--- config.mk ---
export PLATFORM = sky130hd
export DESIGN_NAME = prio_intc
export DESIGN_NICKNAME = d
export VERILOG_FILES = /design/src/rtl/prio_intc_pkg.sv /design/src/rtl/prio_intc_srcgate.sv /design/src/rtl/prio_intc_arbiter.sv /design/src/rtl/prio_intc_above.sv /design/src/rtl/prio_intc_stack.sv /design/src/rtl/prio_intc.sv
export SDC_FILE = /design/constraint.sdc
export NUM_CORES = 1
export LEC_CHECK = 0
export ABC_AREA = 1
export BUFFER_PORTS_ARGS = -buffer_cell sky130_fd_sc_hd__buf_2
export CAP_MARGIN = 5
export CORE_MARGIN = 5
export CORE_UTILIZATION = 58
export DETAILED_ROUTE_END_ITERATION = 7
export PLACE_DENSITY = 0.82
export SLEW_MARGIN = 10
export SYNTH_ARGS = -nofsm -noshare
export SYNTH_HDL_FRONTEND = slang
export SYNTH_HIERARCHICAL = 1
export SYNTH_SLANG_ARGS = --single-unit
--- constraint.sdc ---
create_clock -name clk -period 17.9 [get_ports clk]
set_input_delay 4.475 -clock clk [delete_from_list [all_inputs] [get_ports clk]]
set_output_delay 4.475 -clock clk [all_outputs]
set_load 0.1 [all_outputs]
--- src/rtl/prio_intc_pkg.sv ---
package prio_intc_pkg;

    // Register space selected by the two top address bits
    typedef enum logic [1:0] {
        SPACE_LEVEL = 2'b00,
        SPACE_SWREQ = 2'b01,
        SPACE_EOI   = 2'b10,
        SPACE_EN    = 2'b11
    } reg_space_e;

endpackage

--- src/rtl/prio_intc_srcgate.sv ---
// Per-source qualification: requesting (hardware or software), enabled, nonzero level
module prio_intc_srcgate #(
    parameter int N_SRC = 16,
    parameter int PRI_W = 4
) (
    input  logic [N_SRC-1:0]             hw_i,
    input  logic [N_SRC-1:0]             sw_i,
    input  logic [N_SRC-1:0]             en_i,
    input  logic [N_SRC-1:0][PRI_W-1:0]  pri_i,
    output logic [N_SRC-1:0]             live_o
);

    for (genvar g = 0; g < N_SRC; g++) begin : g_src
        assign live_o[g] = (hw_i[g] | sw_i[g]) & en_i[g] & (|pri_i[g]);
    end

endmodule

--- src/rtl/prio_intc_arbiter.sv ---
// Picks the highest level strictly above the threshold; ties go to the lowest index
module prio_intc_arbiter #(
    parameter int N_SRC = 16,
    parameter int PRI_W = 4,
    parameter int IDX_W = 4
) (
    input  logic [N_SRC-1:0]             live_i,
    input  logic [N_SRC-1:0][PRI_W-1:0]  pri_i,
    input  logic [PRI_W-1:0]             thr_i,
    output logic                         valid_o,
    output logic [IDX_W-1:0]             idx_o,
    output logic [PRI_W-1:0]             pri_o
);

    always_comb begin
        valid_o = 1'b0;
        idx_o   = '0;
        pri_o   = thr_i;
        // ascending scan with strict compare keeps the first (lowest) index on a tie
        for (int i = 0; i < N_SRC; i++) begin
            if (live_i[i] && (pri_i[i] > pri_o)) begin
                valid_o = 1'b1;
                idx_o   = IDX_W'(i);
                pri_o   = pri_i[i];
            end
        end
    end

endmodule

--- src/rtl/prio_intc_above.sv ---
// Flags whether any live source sits strictly above a given level
module prio_intc_above #(
    parameter int N_SRC = 16,
    parameter int PRI_W = 4
) (
    input  logic [N_SRC-1:0]             live_i,
    input  logic [N_SRC-1:0][PRI_W-1:0]  pri_i,
    input  logic [PRI_W-1:0]             thr_i,
    output logic                         hit_o
);

    logic [N_SRC-1:0] over;

    for (genvar g = 0; g < N_SRC; g++) begin : g_cmp
        assign over[g] = live_i[g] && (pri_i[g] > thr_i);
    end

    assign hit_o = |over;

endmodule

--- src/rtl/prio_intc_stack.sv ---
// LIFO of saved priority levels; push on full and pop on empty are dropped
module prio_intc_stack #(
    parameter int DEPTH = 15,
    parameter int PRI_W = 4
) (
    input  logic             clk,
    input  logic             rst_n,
    input  logic             push_i,
    input  logic             pop_i,
    input  logic [PRI_W-1:0] din_i,
    output logic [PRI_W-1:0] top_o,
    output logic             empty_o,
    output logic             full_o
);

    localparam int CNT_W = $clog2(DEPTH + 1);
    localparam int PTR_W = (DEPTH > 1) ? $clog2(DEPTH) : 1;

    typedef struct packed {
        logic [DEPTH-1:0][PRI_W-1:0] mem;
        logic [CNT_W-1:0]            cnt;
    } stk_t;

    stk_t s_d, s_q;

    logic [CNT_W-1:0] cnt_dec;
    logic [PTR_W-1:0] wr_ptr;
    logic [PTR_W-1:0] rd_ptr;

    assign cnt_dec = s_q.cnt - CNT_W'(1);
    assign wr_ptr  = s_q.cnt[PTR_W-1:0];
    assign rd_ptr  = cnt_dec[PTR_W-1:0];
    assign empty_o = (s_q.cnt == '0);
    assign full_o  = (s_q.cnt == CNT_W'(DEPTH));
    assign top_o   = empty_o ? '0 : s_q.mem[rd_ptr];

    always_comb begin
        s_d = s_q;
        if (pop_i) begin
            if (!empty_o) begin
                s_d.cnt = cnt_dec;
            end
        end else if (push_i && !full_o) begin
            s_d.mem[wr_ptr] = din_i;
            s_d.cnt         = s_q.cnt + CNT_W'(1);
        end
    end

    always_ff @(posedge clk or negedge rst_n) begin
        if (!rst_n) begin
            s_q <= '0;
        end else begin
            s_q <= s_d;
        end
    end

endmodule

--- src/rtl/prio_intc.sv ---
module prio_intc
    import prio_intc_pkg::*;
#(
    parameter int N_SRC       = 16,
    parameter int PRI_W       = 4,
    parameter int STACK_DEPTH = (1 << PRI_W) - 1,
    localparam int IDX_W      = $clog2(N_SRC),
    localparam int ADDR_W     = IDX_W + 2
) (
    input  logic              clk,
    input  logic              rst_n,
    input  logic [N_SRC-1:0]  src_req_i,
    input  logic              ack_i,
    input  logic              wr_en_i,
    input  logic [ADDR_W-1:0] wr_addr_i,
    input  logic [PRI_W-1:0]  wr_data_i,
    output logic              irq_o,
    output logic [IDX_W-1:0]  vec_o,
    output logic [PRI_W-1:0]  cur_pri_o,
    output logic              err_o
);

    typedef struct packed {
        logic [N_SRC-1:0][PRI_W-1:0] pri;
        logic [N_SRC-1:0]            en;
        logic [N_SRC-1:0]            sw;
        logic [PRI_W-1:0]            cur;
        logic [IDX_W-1:0]            vec;
        logic                        irq;
        logic                        err;
    } state_t;

    state_t st_d, st_q;

    // write-port decode
    reg_space_e       space;
    logic [IDX_W-1:0] sel;
    logic             eoi;
    logic             take;

    assign space = reg_space_e'(wr_addr_i[ADDR_W-1 -: 2]);
    assign sel   = wr_addr_i[IDX_W-1:0];
    assign eoi   = wr_en_i && (space == SPACE_EOI);

    // source qualification
    logic [N_SRC-1:0] live;

    prio_intc_srcgate #(.N_SRC(N_SRC), .PRI_W(PRI_W)) u_gate (
        .hw_i   (src_req_i),
        .sw_i   (st_q.sw),
        .en_i   (st_q.en),
        .pri_i  (st_q.pri),
        .live_o (live)
    );

    // winner against the running level
    logic             take_valid;
    logic [IDX_W-1:0] take_idx;
    logic [PRI_W-1:0] take_pri;

    prio_intc_arbiter #(.N_SRC(N_SRC), .PRI_W(PRI_W), .IDX_W(IDX_W)) u_arb (
        .live_i  (live),
        .pri_i   (st_q.pri),
        .thr_i   (st_q.cur),
        .valid_o (take_valid),
        .idx_o   (take_idx),
        .pri_o   (take_pri)
    );

    assign take = ack_i && !eoi && take_valid;

    // saved-level stack
    logic [PRI_W-1:0] stk_top;
    logic             stk_empty;
    logic             stk_full;

    prio_intc_stack #(.DEPTH(STACK_DEPTH), .PRI_W(PRI_W)) u_stack (
        .clk     (clk),
        .rst_n   (rst_n),
        .push_i  (take),
        .pop_i   (eoi),
        .din_i   (st_q.cur),
        .top_o   (stk_top),
        .empty_o (stk_empty),
        .full_o  (stk_full)
    );

    // next running level, vector and error
    logic [PRI_W-1:0] cur_d;
    logic [IDX_W-1:0] vec_d;
    logic             err_d;

    always_comb begin
        cur_d = st_q.cur;
        vec_d = st_q.vec;
        err_d = st_q.err;
        if (eoi) begin
            cur_d = stk_top;
            err_d = st_q.err | stk_empty;
        end else if (take) begin
            vec_d = take_idx;
            cur_d = take_pri;
            err_d = st_q.err | stk_full;
        end
    end

    // request line looks ahead to the level that holds after this edge
    logic irq_hit;

    prio_intc_above #(.N_SRC(N_SRC), .PRI_W(PRI_W)) u_above (
        .live_i (live),
        .pri_i  (st_q.pri),
        .thr_i  (cur_d),
        .hit_o  (irq_hit)
    );

    always_comb begin
        st_d     = st_q;
        st_d.cur = cur_d;
        st_d.vec = vec_d;
        st_d.err = err_d;
        st_d.irq = irq_hit;
        if (wr_en_i) begin
            unique case (space)
                SPACE_LEVEL: st_d.pri[sel] = wr_data_i;
                SPACE_SWREQ: st_d.sw[sel]  = wr_data_i[0];
                SPACE_EN:    st_d.en[sel]  = wr_data_i[0];
                default:     ;
            endcase
        end
    end

    always_ff @(posedge clk or negedge rst_n) begin
        if (!rst_n) begin
            st_q <= '0;
        end else begin
            st_q <= st_d;
        end
    end

    assign irq_o     = st_q.irq;
    assign vec_o     = st_q.vec;
    assign cur_pri_o = st_q.cur;
    assign err_o     = st_q.err;

endmodule

== After elaboration in Yosys (flattened, before gate mapping) ==
Cells that the tools add are included.

* Flip-flop bits (word level): 170
* Word-level logic and storage cells: 267
* Output and inout port bits: 10
* Bits of input ports: 30

* Mux-type cells: 67
* Magnitude comparators: 37
* Equality and inequality tests: 5
* Add/sub/neg operators: 2
* Bitwise operators: 51
* Reductions and logical operators: 67

{| class="wikitable"
|+ Operator list
! operator !! count
|-
| 4-bit 2-to-1 mux || 33
|-
| 4-bit > comparator || 32
|-
| 64-bit bitwise mux || 1
|-
| 4-bit OR reduction || 16
|-
| 60-bit bitwise mux || 1
|-
| 1-bit logical AND || 38
|-
| 1-bit AND || 32
|-
| 16-bit bitwise mux || 2
|-
| 4-bit demux with 4-bit select || 2
|-
| 1-bit 2-to-1 mux || 20
|-
| 1-bit OR || 18
|-
| 4-bit binary-select mux with 4-bit select || 1
|-
| 16-bit OR reduction || 1
|-
| 4-bit by 5-bit less-than comparator with 1-bit output, second input constant || 3
|-
| 3-bit 2-to-1 mux || 4
|-
| 2-bit AND reduction || 6
|-
| 4-bit by 1-bit greater-or-equal comparator with 1-bit output, second input constant || 2
|-
| 4-bit by 1-bit adder with 4-bit output, second input constant || 1
|-
| 1-bit demux with 4-bit select || 1
|-
| 2-bit equality test, second input constant || 2
|-
| 4-bit equality test, second input constant || 1
|-
| 4-bit zero test || 1
|-
| 2-bit 2-to-1 mux || 2
|-
| 2-bit nonzero test || 2
|-
| 6 further kinds || 7
|}

== Logic depth before layout (Yosys ltp) ==
* Depth in word-level cells: 56
* Mapped depth: 154

== Modules after synthesis ==
Netlist, hierarchy kept.

{| class="wikitable"
|+ Modules (own cells, without submodules)
! module !! cells each !! area an instance (um^2) !! sequential area each (um^2) !! times used
|-
| prio_intc || 551 || 4604.4 || 2652.5 || 1
|-
| prio_intc_arbiter || 555 || 3306.9 || 0.0 || 1
|-
| prio_intc_stack || 413 || 3215.6 || 1601.5 || 1
|-
| prio_intc_above || 290 || 1744.2 || 0.0 || 1
|-
| prio_intc_srcgate || 128 || 520.5 || 0.0 || 1
|}

== Worst setup path after synthesis ==
No wires, ideal clock.

* Kind: in2reg
* Start point: input port src_req_i[0]
* End point: register st_q, in the netlist irq_o
* Buffers on the path: 6
* Data arrival time: 20.976 ns
* Setup time: 0.119 ns
* Stages on the path: 147
* Path slack: -3.195 ns
* Cell sequence: nor2_1 nor2_1 nand2_1 inv_1 inv_2 nor2_2 nand2_4 nand2_1 o21ai_0 ha_1 inv_1 o21bai_1 inv_2 nand2_4 nand2_4 nor2_1 a21oi_1 ha_1 [... 111 more ...] nand3_1 o211ai_1 nand2_1 nor2_1 clkinv_1 nand4_1 nand2_1 nand3_1 nand3_1 ha_1 nand2_1 o21a_1 nand2_1 nand2_1 clkinv_1 nand2_1 nor2_1 nand2_1

* Cells in the longest elaborated chain, start to end: 56

{| class="wikitable"
|+ RTL lines
! item !! RTL line !! RTL
|-
| start: declaration || prio_intc.sv:12 || <nowiki>input logic [N_SRC-1:0] src_req_i,</nowiki>
|-
| 1-bit OR (*) || prio_intc_srcgate.sv:14 || <nowiki>assign live_o[g] = (hw_i[g] | sw_i[g]) & en_i[g] & (|pri_i[g]);</nowiki>
|-
| 1-bit AND (*) (2 in series) || prio_intc_srcgate.sv:14 ||
|-
| named net live[0] || prio_intc.sv:46 || <nowiki>logic [N_SRC-1:0] live;</nowiki>
|-
| 1-bit logical AND (*) || prio_intc_arbiter.sv:21 || <nowiki>if (live_i[i] && (pri_i[i] > pri_o)) begin</nowiki>
|-
| 4-bit 2-to-1 mux || prio_intc_arbiter.sv:21 ||
|-
| 4-bit > comparator || prio_intc_arbiter.sv:21 ||
|-
| 1-bit logical AND || prio_intc_arbiter.sv:21 ||
|-
| 4-bit 2-to-1 mux || prio_intc_arbiter.sv:21 ||
|-
| [... 42 more ...] || - ||
|-
| named net take_valid || prio_intc.sv:57 || <nowiki>logic take_valid;</nowiki>
|-
| 1-bit logical AND (*) || prio_intc.sv:70 || <nowiki>assign take = ack_i && !eoi && take_valid;</nowiki>
|-
| 4-bit 2-to-1 mux (*) || prio_intc.sv:100 || <nowiki>end else if (take) begin</nowiki>
|-
| 4-bit 2-to-1 mux (*) || prio_intc.sv:97 || <nowiki>if (eoi) begin</nowiki>
|-
| named net cur_d[0] || prio_intc.sv:89 || <nowiki>logic [PRI_W-1:0] cur_d;</nowiki>
|-
| 4-bit > comparator || prio_intc_above.sv:15 || <nowiki>assign over[g] = live_i[g] && (pri_i[g] > thr_i);</nowiki>
|-
| 1-bit logical AND || prio_intc_above.sv:15 ||
|-
| 16-bit OR reduction (*) || prio_intc_above.sv:18 || <nowiki>assign hit_o = |over;</nowiki>
|-
| named net irq_hit || prio_intc.sv:108 || <nowiki>logic irq_hit;</nowiki>
|-
| end signal: assignment || prio_intc.sv:137 || <nowiki>st_q <= st_d;</nowiki>
|-
| end: declaration || prio_intc.sv:33 || <nowiki>state_t st_d, st_q;</nowiki>
|}

Mark *: on every way through the listed nets, which the timed path passes. The rest lies on a longest branch.
A chain may end at the register's enable or synchronous reset.

== Worst setup path in the final report ==
* Start point: input port src_req_i[0]
* End point: register u_stack/s_q[14] (netlist name)

* Cells in the longest elaborated chain, start to end: 53

{| class="wikitable"
|+ RTL lines
! item !! RTL line !! RTL
|-
| 1-bit OR (*) || prio_intc_srcgate.sv:14 ||
|-
| 1-bit AND (*) (2 in series) || prio_intc_srcgate.sv:14 ||
|-
| named net live[0] || prio_intc.sv:46 ||
|-
| 1-bit logical AND (*) || prio_intc_arbiter.sv:21 ||
|-
| 4-bit 2-to-1 mux || prio_intc_arbiter.sv:21 ||
|-
| 4-bit > comparator || prio_intc_arbiter.sv:21 ||
|-
| 1-bit logical AND || prio_intc_arbiter.sv:21 ||
|-
| 4-bit 2-to-1 mux || prio_intc_arbiter.sv:21 ||
|-
| [... 39 more ...] || - ||
|-
| 4-bit > comparator || prio_intc_arbiter.sv:21 ||
|-
| 1-bit logical AND || prio_intc_arbiter.sv:21 ||
|-
| 1-bit 2-to-1 mux (*) || prio_intc_arbiter.sv:21 ||
|-
| named net take_valid || prio_intc.sv:57 ||
|-
| 1-bit logical AND (*) || prio_intc.sv:70 ||
|-
| named net take || prio_intc.sv:39 || <nowiki>logic take;</nowiki>
|-
| 1-bit logical AND (*) || prio_intc_stack.sv:43 || <nowiki>end else if (push_i && !full_o) begin</nowiki>
|-
| 2-bit AND reduction (no source line) (*) || - ||
|-
| end signal: assignment || prio_intc_stack.sv:51 || <nowiki>s_q <= '0;</nowiki>
|-
| end signal: assignment || prio_intc_stack.sv:53 || <nowiki>s_q <= s_d;</nowiki>
|-
| end: declaration || prio_intc_stack.sv:24 || <nowiki>stk_t s_d, s_q;</nowiki>
|}

Marked as above.

==> flow_summary.yaml <==
yosys:
  synth_warnings: 6
  yosysUniqueCellTypes: 33
  synth_common_cells: "698 x nand2_1, 236 x inv_1, 214 x nand3_1"
  synth_fp_nets: 2085
  async_flop_share: 1.00
  synthFlopType: "dfrtp_1"
  syn_area_sq_mm: 0.0134
  yosysMostFrequentCell: "nand2_1"
  postSynthAreaPerCell_sq_um: 6.91
  synth_edf_count: 0
  synth_seq_area_share: 0.318
  synthCells: 1937
  synth.ff_latch_count: 170
  synth_area_leader_cell: "dfrtp_1"
  synth.area.top_cells: "dfrtp_1 32%, nand2_1 20%, ha_1 11%"
  synth_top_area_share: 0.318
power:
  finalPower_w: 0.00253
  ir_worst_vdd_mv: 0.0884
  p_per_area_mw_per_mm2: 149
  p_leak_nw: 8.95
clocking:
  numCtsBuffers: 17
  clock-root-buffer: "clkbuf_16"
  hold_buffers: 0
  clk_pin_slew_ns: 0.07
  clockBufferDepth: 2
  cts_num_sinks: 170
  cts-htree-levels: 4
  clk_latency_ns: 0.45
  tritoncts: "built"
grt:
  track_usage: 0.302
  grt_first_pass_wirelength_um: 64500
  grt_pass1_vias: 13500
  grt_max_degree: 112
  overflow: 0
  antenna_found_initial: 0
sta:
  finClkSkew_ns: 0.0142
  finalCritPeriodShare: 1.19
  final.min_clock_period_ns: 21.38
  finalHoldViolCount: 0
  rsz0062_at_grt: "yes"
  fin_ws_ns: -3.48
  max_freq_mhz: 46.8
  setup_violations: 74
  relSlewSlack: 0.293
  tightestPinTransition_ns: 1.06
  slew_viol_final: 0
  hold_ws_ns: 0.473
worst_setup_path:
  worst-path-max-fanout: 8
  rr_worst_depth: 141
  cp_num_cells: 142
  r2r_end: "u_stack/s_q[14]"
  rrSetupSlack_ns: -0.31
  cp-end-kind: "flip-flop"
  cp-startpoint: "src_req_i[0]"
  cp_num_buf_inv: 26
  cp_data_arrival_time_ns: 21.67
  r2r_start: "cur_pri_o[3]"
  path_common_cell: "nand2_4"
  slowest_stage: "ha_1"
  critPathTopFamily: "simple AND/OR/NAND/NOR gates"
  critPathRequiredTime_ns: 18.20
  crit_path_max_incr_delay_ns: 0.34
  start_kind: "input port"
  endpoint: "u_stack/s_q[14]"
  critPathKind: "input port to flip-flop"
layout:
  nets: 2287
  syn2layout_area_growth_pct: 26.4
  final_cell_count_no_fill: 2437
  drive_gt1_frac: 0.282
  antennaDiodeCount: 0
  post-route-util: 0.746
placed_design:
  hpwl_um: 26300
  dp_cells: 2334
  gp_congestion: 0.926
  numPortBuffers: 39
outcome:
  violations: "negative setup slack"
  run_status: "complete, but fails checks"
job:
  maxCapViolCount: 0
route:
  vias_per_cell: 5.79
  drt-pass1-iter-count: 6
  first_iter_violations: 1573
  wl_um: 41900
  ant_nets: 0
  drc: 0
  vias: 14100
  wire_per_inst_um: 17.2
min_path:
  hp-class: "flip-flop to flip-flop"
floorplan:
  die_y_um: 162
  io_pins: 40
  dieArea_sq_mm: 0.0262
  core_area_sq_mm: 0.0227
  rows: 55
  start_util: 0.590
  fp.dieW_um: 162
==> power breakdown <==
group / internal, W / leakage [nW] / switching (W) / total [W]
Combinational: 0.000635 / 6.37 / 0.000978 / 0.00161
Clock: 0.000200 / 0.290 / 0.000183 / 0.000384
Sequential: 0.000447 / 2.29 / 0.0000817 / 0.000529
Total: 0.00128 / 8.95 / 0.00124 / 0.00253
==> metrics by stage <==
step           area (sq um)  worst slack (ns)  TNS [ns]
5_1_grt               16900             -4.21   -296.25
3_5_place_dp          15000             -3.29   -214.10
4_1_cts               16400             -2.26   -140.56
3_3_place_gp          15000             -2.38   -148.65
6_report              16900             -3.48   -243.51
2_1_floorplan         13900             -1.91   -114.63
==> kinds of logic after synthesis <==
family,count (synthesis),synth area share
and+or+nand+nor,1158,0.395
buffers and inverters,303,0.0967
AOI/OAI and AO/OA,186,0.0790
DFF,170,0.318
adders and majority gates,118,0.110
xor gates and xnor gates,2,0.00131
==> placed cells by master, fill, tap and decap left out, types with 27 or more instances in the layout <==
cell | Yosys | routed
buf_4 | 12 | 180
nand2_4 | 15 | 34
o21bai_1 | 29 | 28
nor2_1 | 86 | 79
o21ai_2 | 1 | 35
nor2_4 | 20 | 27
nand2_2 | 39 | 95
nand3_1 | 214 | 198
ha_1 | 118 | 92
nand3_2 | 23 | 31
inv_1 | 236 | 223
nand2_1 | 698 | 614
o21ai_1 | 6 | 54
buf_2 | 12 | 37
dfrtp_1 | 170 | 170
nor2_2 | 43 | 43
==> worst reg2reg max path, delay by kind of cell, from the launching register on <==
kind	cells	cell delay, ns
AOI/OAI and AO/OA	24	2.82
adders and majority gates	16	4.85
buffers and inverters	25	2.12
DFF	1	0.45
and+or+nand+nor	76	7.81
==> per-layer routing <==
metal	GRT usage	share of wire
met5	0	0
met4	0.160	0.059
met3	0.0447	0.076
met2	0.522	0.49
met1	0.365	0.37
==> final cells by class <==
class / instances / area (sq um)
fill: 1580 / 5780
timing repair inverter: 1 / 6.26
clock inverter: 15 / 178
inverter: 250 / 986
timing repair buffer: 233 / 1730
clock buffer: 17 / 425
sequential: 170 / 4250
multi-input combinational: 1466 / 9000
tap: 285 / 357
==> repair_timing <==
item	4_1_cts	5_1_grt
pin swaps	109	89
resized for setup	135	94
cloned	3	0
setup endpoints to repair	74	74
buffers inserted	41	30
==> sequential cells by signal, summed over array words and instances, names as in the netlist <==
register,count
vec_o,4
u_stack/wr_ptr,4
err_o,1
u_stack/s_q,60
st_q,96
irq_o,1
cur_pri_o,4
==> how the worst min path moves through the flow <==
stage	from	to	slack [ns]	cells after the start
final	st_q[40]	st_q[40]	0.47	2
after global routing	st_q[14]	st_q[14]	0.49	2
after detailed placement	st_q[40]	st_q[40]	0.46	2
after global placement	st_q[18]	st_q[18]	0.45	2
after CTS	st_q[40]	st_q[40]	0.48	2
after floorplan	st_q[27]	st_q[27]	0.44	2
No activity file was read; power rests on OpenSTA's default activity.
